`src/rtl/addr_group_decoder.sv`:
```
module addr_group_decoder #(
  parameter int ADDR_W     = 36,
  parameter bit REPORT_ERR = 1'b1
) (
  input  logic              clk,
  input  logic              rst_n,
  input  logic              cfg_we,
  input  logic [2:0]        cfg_grp,
  input  logic              cfg_en,
  input  logic [ADDR_W-1:0] cfg_base,
  input  logic [2:0]        cfg_size,
  input  logic              req_valid,
  input  logic              req_write,
  input  logic [ADDR_W-1:0] req_addr,
  input  logic              irq_clr,
  output logic              res_valid,
  output logic [6:0]        grp_sel,
  output logic [7:0]        mb_off,
  output logic              miss,
  output logic              overlap,
  output logic              bus_err,
  output logic              irq,
  output logic [ADDR_W-1:0] err_addr
);
  localparam int GRP_N   = 7;
  localparam int WIN_LSB = 21;
  localparam int TAG_W   = ADDR_W - WIN_LSB;
  localparam int OFF_W   = 8;

  logic [TAG_W-1:0] base_q [GRP_N];
  logic [2:0]       size_q [GRP_N];
  logic [GRP_N-1:0] en_q;
  logic [GRP_N-1:0] hit;
  logic [GRP_N-1:0] win_sel;
  logic [OFF_W-1:0] win_off;
  logic             multi;
  logic             rd_miss_q;

  always_ff @(posedge clk) begin
    if (!rst_n) begin
      en_q <= '0;
      for (int g = 0; g < GRP_N; g++) begin
        base_q[g] <= '0;
        size_q[g] <= '0;
      end
    end else if (cfg_we && cfg_grp < 3'(GRP_N)) begin
      en_q[cfg_grp]   <= cfg_en;
      base_q[cfg_grp] <= cfg_base[ADDR_W-1:WIN_LSB];
      size_q[cfg_grp] <= cfg_size;
    end
  end

  for (genvar g = 0; g < GRP_N; g++) begin : g_win
    wire [TAG_W-1:0] tag_mask = {TAG_W{1'b1}} << size_q[g];
    assign hit[g] = en_q[g] &&
      (((req_addr[ADDR_W-1:WIN_LSB] ^ base_q[g]) & tag_mask) == '0);
  end

  assign multi = (hit & (hit - 1'b1)) != '0;

  always_comb begin
    win_sel = '0;
    win_off = '0;
    for (int g = GRP_N - 1; g >= 0; g--) begin
      if (hit[g]) begin
        win_sel    = '0;
        win_sel[g] = 1'b1;
        win_off    = req_addr[WIN_LSB-1 +: OFF_W] &
                     OFF_W'((9'd2 << size_q[g]) - 9'd1);
      end
    end
  end

  always_ff @(posedge clk) begin
    if (!rst_n) begin
      res_valid <= 1'b0;
      grp_sel   <= '0;
      mb_off    <= '0;
      miss      <= 1'b0;
      overlap   <= 1'b0;
      rd_miss_q <= 1'b0;
    end else begin
      res_valid <= req_valid;
      grp_sel   <= req_valid ? win_sel : '0;
      mb_off    <= req_valid ? win_off : '0;
      miss      <= req_valid && (hit == '0);
      overlap   <= req_valid && multi;
      rd_miss_q <= req_valid && !req_write && (hit == '0);
    end
  end

  if (REPORT_ERR) begin : g_err
    logic [ADDR_W-1:0] err_q;
    logic              irq_q;
    wire               miss_now = req_valid && (hit == '0);
    always_ff @(posedge clk) begin
      if (!rst_n) begin
        irq_q <= 1'b0;
        err_q <= '0;
      end else begin
        if (irq_clr) irq_q <= 1'b0;
        if (miss_now && (!irq_q || irq_clr)) begin
          irq_q <= 1'b1;
          err_q <= req_addr;
        end
      end
    end
    assign irq      = irq_q;
    assign err_addr = err_q;
    assign bus_err  = rd_miss_q;

    assert_irq_on_miss_R8: assert property (@(posedge clk) disable iff (!rst_n)
      (res_valid && miss) |-> irq);
    assert_err_hold_R9: assert property (@(posedge clk) disable iff (!rst_n)
      ($past(irq) && !$past(irq_clr)) |-> $stable(err_addr));
  end else begin : g_noerr
    assign irq      = 1'b0;
    assign err_addr = '0;
    assign bus_err  = 1'b0;
  end

  assert_onehot_sel_R3: assert property (@(posedge clk) disable iff (!rst_n)
    $onehot0(grp_sel));
  assert_miss_vs_sel_R3: assert property (@(posedge clk) disable iff (!rst_n)
    res_valid |-> (miss == (grp_sel == '0)));
  assert_idle_quiet_R3: assert property (@(posedge clk) disable iff (!rst_n)
    !res_valid |-> (grp_sel == '0 && !miss && !overlap && !bus_err));
  assert_overlap_hit_R4: assert property (@(posedge clk) disable iff (!rst_n)
    overlap |-> (res_valid && !miss));
  assert_buserr_miss_R7: assert property (@(posedge clk) disable iff (!rst_n)
    bus_err |-> (res_valid && miss));
  assert_offset_zero_R5: assert property (@(posedge clk) disable iff (!rst_n)
    miss |-> (mb_off == '0));
endmodule

```
`config.mk`:
```
export PLATFORM = sky130hd
export DESIGN_NAME = addr_group_decoder
export DESIGN_NICKNAME = d
export VERILOG_FILES = /design/src/rtl/addr_group_decoder.sv
export SDC_FILE = /design/constraint.sdc
export NUM_CORES = 1
export LEC_CHECK = 0
export ABC_AREA = 1
export BUFFER_PORTS_ARGS = -buffer_cell sky130_fd_sc_hd__clkbuf_2
export CORE_MARGIN = 2
export CORE_UTILIZATION = 35
export DETAILED_ROUTE_END_ITERATION = 7
export GPL_TIMING_DRIVEN = 0
export SYNTH_ARGS = -nofsm -noshare
export SYNTH_HDL_FRONTEND = slang
export SYNTH_SLANG_ARGS = --single-unit
```
`constraint.sdc`:
```
create_clock -name clk -period 4.3 [get_ports clk]
set_input_delay 0.215 -clock clk [delete_from_list [all_inputs] [get_ports clk]]
set_output_delay 0.215 -clock clk [all_outputs]
set_load 0.02 [all_outputs]
```
-- Yosys cells after proc, flatten, opt, wreduce, memory -nomap -nowiden
Memory sizes are Yosys's and may differ from the RTL's.
Index checks and enable logic that the tools add are counted.
- flip-flop bits (word level): 63
- bits in writable memories: 126
- input port bits: 85
- memories kept: 2
- memories (name ; words ; width ; rd ports ; clocked after Yosys merged registers in ; wr ports ; RTL line ; text):
    base_q ; 7 ; 15 ; 7 ; 0 ; 7 ; 30 ; logic [TAG_W-1:0] base_q [GRP_N];
    size_q ; 7 ; 3 ; 7 ; 0 ; 7 ; 31 ; logic [2:0] size_q [GRP_N];
- add/sub/neg operators: 8
- $lt $le $gt $ge: 3
- shifts and indexed selects: 14
- mux-type cells: 29
- bitwise logic cells: 24
- reductions and logical operators: 36
- operators with widths (cell ; number):
    bitwise AND 15 bit ; 7
    logical NOT 15 bit ; 7
    left shift 15 x 3 -> 15 bit (first input constant) ; 7
    bitwise XOR 15 bit ; 7
    bitwise AND 8 bit ; 7
    2-to-1 mux 8 bit ; 7
    left shift 2 x 3 -> 8 bit (first input constant) ; 7
    subtractor 8 x 1 -> 8 bit (second input constant) ; 7
    2-to-1 mux 15 bit ; 1
    OR reduction 15 bit ; 1
    logical AND 1 bit ; 14
    2-to-1 mux 3 bit ; 4
    2-to-1 mux 1 bit ; 10
    OR reduction 8 bit ; 1
    bitwise AND 7 bit ; 1
    bitwise mux 7 bit ; 1
    logical NOT 7 bit ; 1
    2-to-1 mux 7 bit ; 1
    nonzero test 7 bit ; 1
    OR reduction 7 bit ; 1
    subtractor 7 x 1 -> 7 bit (second input constant) ; 1
    2-to-1 mux 6 bit ; 1
    OR reduction 3 bit ; 2
    OR reduction 6 bit ; 1
    other kinds (14) ; 16

-- Depth between registers and ports, before layout
Gate-level depths: netlist of run 1.
An unclocked memory read counts as a cell.
- depth in word-level cells: 12
- gate-level depth with buffers: 19
- depth with buffers taken out: 17

-- Least setup slack after synthesis of run 1
Ideal clock, no wire load.
- path type: input -> register
- start: input cfg_we
- end: memory base_q[2][0] (netlist name), enable pin
- data arrival time: 1739 ps
- required time: 3882 ps
- path slack: 2143 ps
- cell stages on the path: 4
- path buffers: 0
- path through: inv_1 -> nor2_1 -> inv_1 -> o21ai_0
- RTL lines (item ; RTL line ; text):
    start, declared ; 7 ; input logic cfg_we,
    end, declared ; 30 ;

==> key figures, run 1 <==
Setup path
  • Element type at the critical path end: flop
  • Slowest CP cell: edfxtp_1
  • Crit path capture: err_addr[4]$_SDFFE_PN0P_
  • Crit Path Class: reg2reg
  • Setup crit start: size_q[0][2]$_SDFFCE_PN0P_
  • Delay-heaviest family, CP: simple AND/OR/NAND/NOR gates
  • Worst R2R Path Depth: 13
  • Crit-path most repeated cell: nand2_1
  • Reg2Reg Launch Point: size_q[0][2]$_SDFFCE_PN0P_
  • Critical path depth: 13
  • Crit path cell chain: or2_1, nor2_2, nand2_1, o21ai_1, nor2_1, nand3_2, nand2_4, nor2_8, nand4_4, buf_2, nand2_1, nand2_1, nor2_1
  • Reg-to-Reg End: err_addr[4]$_SDFFE_PN0P_
  • Crit path buf inv count: 1
  • Required @ worst endpoint: 4670 ps
  • Arr. time, crit path: 2780 ps
  • CP peak stage delay: 490 ps
  • Reg-to-reg slack, setup: 1890 ps
  • Peak fanout along the critical path: 10
  • CP Launch Type: flop

Power and ir drop
  • Power per cell area: 384 nW/um^2
  • Maximum vdd drop: 0.000280 V
  • Leakage: 0.00532 uW

Floorplan
  • Die X: 169 microns
  • Row cnt: 60
  • Core Region: 26800 sq um
  • Area of the die: 28500 sq um
  • Initial Util: 35.5%
  • Ports: 141
  • Die height: 169 microns

Timing
  • Final Hold Viols: 0
  • Slew @ Worst Pin: 960 ps
  • Maximum achievable frequency: 416 MHz
  • Setup TNS Final: 0 ps
  • Unrepaired setup endpoints after global routing: no
  • Clock Skews: 11.4 ps
  • Final setup margin: 1890 ps
  • Fin crit period: 2410 ps
  • Setup violators final: 0
  • Slew Limit Headroom: 36.0%
  • Final Max Slew Viols: 0
  • Crit share post-route: 56.0%
  • Fin Hold WS: 10.4 ps

Detailed routing
  • Vias/cell: 4.71
  • Detailed router's first-iteration violation count: 711
  • DR WL/cell: 15.5 microns
  • Drt first pass iters: 6
  • DRC viols: 0
  • Final WL: 27.5 mm
  • Via Count: 8383
  • Final ANT Viol Nets: 0

Final layout
  • Fraction of layout cells with a size suffix above 1: 14.0%
  • Final non-filler cell total: 1780
  • Nets: 1511
  • Antenna diode count: 0
  • Area Overhead vs Synth: 19.4%

Synth
  • Post-synth top cells: nand2_1 (396), nor2_1 (256), inv_1 (159)
  • Syn avg cell area: 7.45 sq um
  • Post-synth cell types: 36
  • Ys Warns: 0
  • Syn nets: 1361
  • Commonest register cell after synthesis: edfxtp_1
  • Mapped cell area: 9510 sq um
  • Seq/Total Area, Yosys: 51.1%
  • Synth top area share: 34.1%
  • Fraction of registers with async set/reset: 0%
  • Flip-flop and latch count after synthesis: 189
  • Most numerous cell in the Yosys netlist: nand2_1
  • Number of flops mapped to enable cells by yosys: 108
  • Area leader, netlist: edfxtp_1
  • Gate Count Post-Synth: 1276
  • Synth top area cells: edfxtp_1 (34%), dfxtp_1 (17%), nand2_1 (16%)

Global routing
  • Met3 GRT Util: 3.39%
  • First-pass GRT wire length: 42.2 mm
  • Largest net degree at the start of global routing: 19
  • Vias in the first global route: 7627
  • Initial antenna violation count: 1
  • Met2 usage: 32.1%
  • Global-route congestion overflow total: 0
  • Top Usage Layer GRT: met2
  • GRT Overall Usage: 19.5%
  • M1 GR Usage: 26.2%

CTS
  • Postcts setup bufs: 0
  • Clk Latency, worst-skew pair: 440 ps
  • Clock transition at the registers of the reported paths: 80 ps
  • Clk buf depth: 2
  • Clock root buffer: clkbuf_16
  • H-tree levels: 4
  • CTS sink cnt: 189
  • CTS tree: built
  • TritonCTS Buffers: 17

Place
  • Hpwl dp: 20.5 mm
  • Dpl cells: 1732
  • Pre-CTS setup slack: 1720 ps
  • # port buffers: 112
  • Gpl congestion: 0.924

Min path
  • Worst hold path type: in2reg

Job
  • Max-cap viol count: 0

Outcome
  • Outcome: complete, no violations
==> layer usage <==
| layer | part of all wire (%) | wire (microns) | up-vias |
|---|---|---|---|
| met3 | 6.0 | 1650 | 44 |
| met4 | 2.4 | 659 | 2 |
| met1 | 45 | 12300 | 3802 |
| met2 | 47 | 13000 | 265 |
| li1 | - | - | 4270 |
| met5 | 0.040 | 11 | - |
==> where the power goes <==
part / switching [uW] / total (uW) / leakage (uW) / internal [uW]
clock: 751 / 1740 / 0.000309 / 994
combinational: 362 / 539 / 0.00331 / 177
sequential: 60.5 / 2080 / 0.00171 / 2020
==> state kept, by name (all words and copies together) (netlist names) <==
register / count
size_q: 21
mb_off: 8
miss: 1
bus_err: 1
grp_sel: 7
err_addr: 36
overlap: 1
irq: 1
base_q: 105
en_q: 7
res_valid: 1
==> worst reg2reg max path, stage by stage, from the launching register on <==
cell and delay [ps]:
edfxtp_1 490, or2_1 320, nor2_2 170, nand2_1 70, o21ai_1 80, nor2_1 70, nand3_2 200, nand2_4 140
nor2_8 140, nand4_4 190, buf_2 270, nand2_1 80, nand2_1 40, nor2_1 100
==> how the worst min path moves through the flow <==
stage / startpoint / to / slack, ps / cells past startpoint
finish: req_addr[15] / err_addr[15]$_SDFFE_PN0P_ / 10 / 3
global route: req_addr[20] / mb_off[0]$_SDFF_PN0_ / 10 / 3
CTS: req_addr[7] / err_addr[7]$_SDFFE_PN0P_ / 0.3 / 3
detailed placement: req_write / bus_err$_SDFF_PN0_ / 380 / 2
global placement: req_write / bus_err$_SDFF_PN0_ / 380 / 2
floorplan: req_write / bus_err$_SDFF_PN0_ / 290 / 1
==> through the flow <==
| stage | util, % | total power, uW | cell area, sq um |
|---|---|---|---|
| final | 42.4 | 4360 | 11400 |
| after global routing | 42.4 | 4540 | 11400 |
| after CTS | 42.4 | 4390 | 11400 |
| after detailed placement | 39.4 | 2650 | 10600 |
| after global placement | 39.2 | 2630 | 10500 |
| after floorplan | - | 2450 | 9510 |
==> timing repair <==
action	4_1_cts	5_1_grt
hold endpoints to repair	16	0
resized for setup	0	0
hold buffers	16	0
==> cell type report <==
class | count | area [sq um]
Buffer | 38 | 185
Clock buffer | 17 | 425
Clock inverter | 15 | 216
Fill cell | 2701 | 15400
Inverter | 184 | 691
Multi-Input combinational cell | 865 | 3790
Sequential cell | 189 | 4860
Tap cell | 341 | 427
Timing Repair Buffer | 131 | 762
==> cell usage in the layout, fill, tap and decap left out, types with 3 or more instances in the layout <==
master and count:
dfxtp_1 81, nor2_1 256, or2_0 3, o21ai_2 6, buf_4 6, dlygate4sd3_1 16
nor3_1 7, or2_1 9, o21ai_0 20, clkbuf_2 112, o21ai_1 12, buf_2 16
xor2_1 15, bufinv_16 4, nand3_1 46, clkinv_1 7, clkbuf_16 17, xnor2_1 14
nand2_1 396, edfxtp_1 108, clkbuf_1 15, inv_6 8, inv_2 18, nand4_1 12
nand3b_1 4, o22ai_1 20, a21oi_1 28, inv_1 159
==> cell families after synthesis <==
group	after synthesis	share of synthesized area, %
DFF	189	51.1
xor gates and xnor gates	29	2.67
and+or+nand+nor	741	31.4
AOI/OAI and AO/OA	95	5.55
buffers and inverters	222	9.21
(Power assumes the default switching activity.)
==> run 2: changes to the inputs <==
- ABC_AREA: 1 -> 0
- clock period: 4.3 -> 2.2 ns (I/O delays scaled with it)
==> key figures, run 2 <==
Min path
  • Hold Crit Start: req_addr[27]
  • WHS Endpoint: err_addr[27]$_SDFFE_PN0P_
  • Worst hold path type: in2reg
  • Worst hold path depth: 3

Timing
  • Final setup margin: -331 ps
  • Maximum achievable frequency: 395 MHz
  • Clock Skews: 15.1 ps
  • Final Hold Viols: 0
  • Slew @ Worst Pin: 737 ps
  • Crit share post-route: 115%
  • Slew Limit Headroom: 50.9%
  • Fin crit period: 2530 ps
  • Setup violators final: 46
  • Final Max Slew Viols: 0
  • Unrepaired setup endpoints after global routing: yes
  • Fin Hold WS: 1.59 ps

Setup path
  • Required @ worst endpoint: 2530 ps
  • Peak fanout along the critical path: 6
  • CP Launch Type: flop
  • Worst R2R Path Depth: 12
  • Reg-to-Reg End: err_addr[32]$_SDFFE_PN0P_
  • Reg2Reg Launch Point: base_q[3][14]$_SDFFCE_PN0P_
  • Arr. time, crit path: 2860 ps
  • Element type at the critical path end: flop
  • Crit Path Class: reg2reg
  • Reg-to-reg slack, setup: -330 ps

Outcome
  • Failing checks: negative setup slack
  • Outcome: complete, but fails checks

Floorplan
  • Area of the die: 28200 sq um
  • Die X: 168 microns
  • Initial Util: 35.8%
  • Die height: 168 microns
  • Row cnt: 59
  • Ports: 141
  • Core Region: 26200 sq um

Synth
  • Gate Count Post-Synth: 922
  • Post-synth cell types: 73
  • Synth top area share: 34.5%
  • Syn nets: 1007
  • Syn avg cell area: 10.2 sq um
  • Seq/Total Area, Yosys: 51.8%
  • Area leader, netlist: edfxtp_1
  • Fraction of registers with async set/reset: 0%
  • Number of flops mapped to enable cells by yosys: 108
  • Synth top area cells: edfxtp_1 (35%), dfxtp_1 (17%), xnor2_1 (5.8%)
  • Commonest register cell after synthesis: edfxtp_1
  • Flip-flop and latch count after synthesis: 189
  • Post-synth top cells: nor2_1 (112), edfxtp_1 (108), nand2_1 (106)
  • Ys Warns: 0
  • Most numerous cell in the Yosys netlist: nor2_1
  • Mapped cell area: 9390 sq um

Detailed routing
  • Final WL: 27.6 mm
  • Vias/cell: 5.22
  • Via Count: 7529
  • Detailed router's first-iteration violation count: 629
  • Drt first pass iters: 5
  • DRC viols: 0
  • DR WL/cell: 19.2 microns
  • Final ANT Viol Nets: 0

Global routing
  • First-pass GRT wire length: 41.1 mm
  • GRT Overall Usage: 19.2%
  • Initial antenna violation count: 0
  • Largest net degree at the start of global routing: 19
  • Vias in the first global route: 6990
  • Global-route congestion overflow total: 0

Final layout
  • Design Area, Final: 12100 sq um
  • Antenna diode count: 0
  • Max FFs per register: 105
  • Nets: 1179
  • Most common cell after layout, fill and taps aside: nor2_1
  • # fillers: 2399
  • Commonest non-fill, non-tap cells in the layout: nor2_1 (112), edfxtp_1 (108), clkbuf_2 (106), nand2_1 (98), dfxtp_1 (81)
  • Fin util: 46.0%
  • Biggest register: base_q
  • Fraction of layout cells with a size suffix above 1: 30.0%
  • Area Overhead vs Synth: 28.5%

Place
  • Hpwl dp: 18.9 mm
  • # port buffers: 101
  • Placed Area: 10300 sq um
  • Gpl congestion: 0.872

CTS
  • TritonCTS Buffers: 17
  • CTS tree: built
  • Clock transition at the registers of the reported paths: 70 ps
  • CTS sink cnt: 189
  • Clock root buffer: clkbuf_16
  • Clk Latency, worst-skew pair: 440 ps
  • H-tree levels: 4
  • Clk buf depth: 2

Job
  • Max-cap viol count: 0

Power and ir drop
  • Power per cell area: 720 nW/um^2
  • Leakage: 0.00458 uW
  • Maximum vdd drop: 0.000519 V
run 2: report_power, final:
part           switching (uW)  total, uW  internal, uW
clock network            1390       3450          2060
logic                     733       1210           473
registers                 104       4030          3930
total                    2230       8690          6460
run 2: worst max path at each step:
stage / from / endpoint / slack, ps
detailed placement: size_q[0][2]$_SDFFCE_PN0P_ / err_addr[27]$_SDFFE_PN0P_ / -850
global placement: size_q[0][2]$_SDFFCE_PN0P_ / err_addr[27]$_SDFFE_PN0P_ / -850
global route: base_q[5][6]$_DFFE_PP_ / overlap$_SDFF_PN0_ / -430
floorplan: size_q[2][1]$_SDFFCE_PN0P_ / err_addr[19]$_SDFFE_PN0P_ / -70
CTS: base_q[5][6]$_DFFE_PP_ / mb_off[4]$_SDFF_PN0_ / -300
finish: base_q[3][14]$_SDFFCE_PN0P_ / err_addr[32]$_SDFFE_PN0P_ / -330
run 2: stage by stage:
step	power, uW	std cells	worst slack (ps)	TNS [ps]
final	8690	1442	-331	-13000
after global routing	8960	1442	-429	-16080
after CTS	8580	1428	-299	-10120
after detailed placement	5100	1358	-852	-127500
after global placement	5090	1358	-853	-123570
after floorplan	4770	922	-69.9	-2410
run 2: worst max-delay path, cell delays in order (launching register included):
cell       delay [ps]
edfxtp_1          400
xor2_1            170
nor4_2            350
nand4_1           140
buf_4             190
nor3_2            260
nand2b_4          240
nor4_4             70
buf_4             180
clkbuf_16         170
buf_12            140
nand3_2            70
o21ai_2            50
run 2: final cells by class:
cell class | count | area (sq um) | area share, %
Inverter | 35 | 131 | 1.09
Tap cell | 335 | 419 | 3.47
Buffer | 61 | 474 | 3.93
Multi-Input combinational cell | 635 | 4400 | 36.4
Timing Repair Buffer | 155 | 1120 | 9.30
Clock inverter | 11 | 174 | 1.44
Sequential cell | 189 | 4860 | 40.3
Clock buffer | 21 | 483 | 4.00
run 2: cell families (layout without fill, tap and decap cells):
logic type	Yosys count	after routing	synth area share (%)
AOI/OAI and AO/OA	153	153	11.8
and+or+nand+nor	369	369	20.3
muxes	7	7	0.759
adders and majority gates	1	1	0.107
DFF	189	189	51.8
buffers and inverters	98	283	5.48
xor gates and xnor gates	105	105	9.79
run 2: layer usage:
metal / wire (microns) / track usage, % / share of wire [%] / up-vias
met2: 12200 / 29.4 / 44 / 312
met3: 2200 / 3.67 / 8.0 / 27
met4: 301 / 4.69 / 1.1 / 0
li1: - / - / - / 3560
met1: 12900 / 28.1 / 47 / 3630
met5: 0 / 0 / 0 / -
run 2: what timing repair did:
item	4_1_cts	5_1_grt
setup endpoints to repair	125	143
pin swaps	20	32
hold endpoints to repair	29	1
gates resized for setup	51	61
buffers inserted	10	8
hold buffers	28	1
gates cloned	0	7
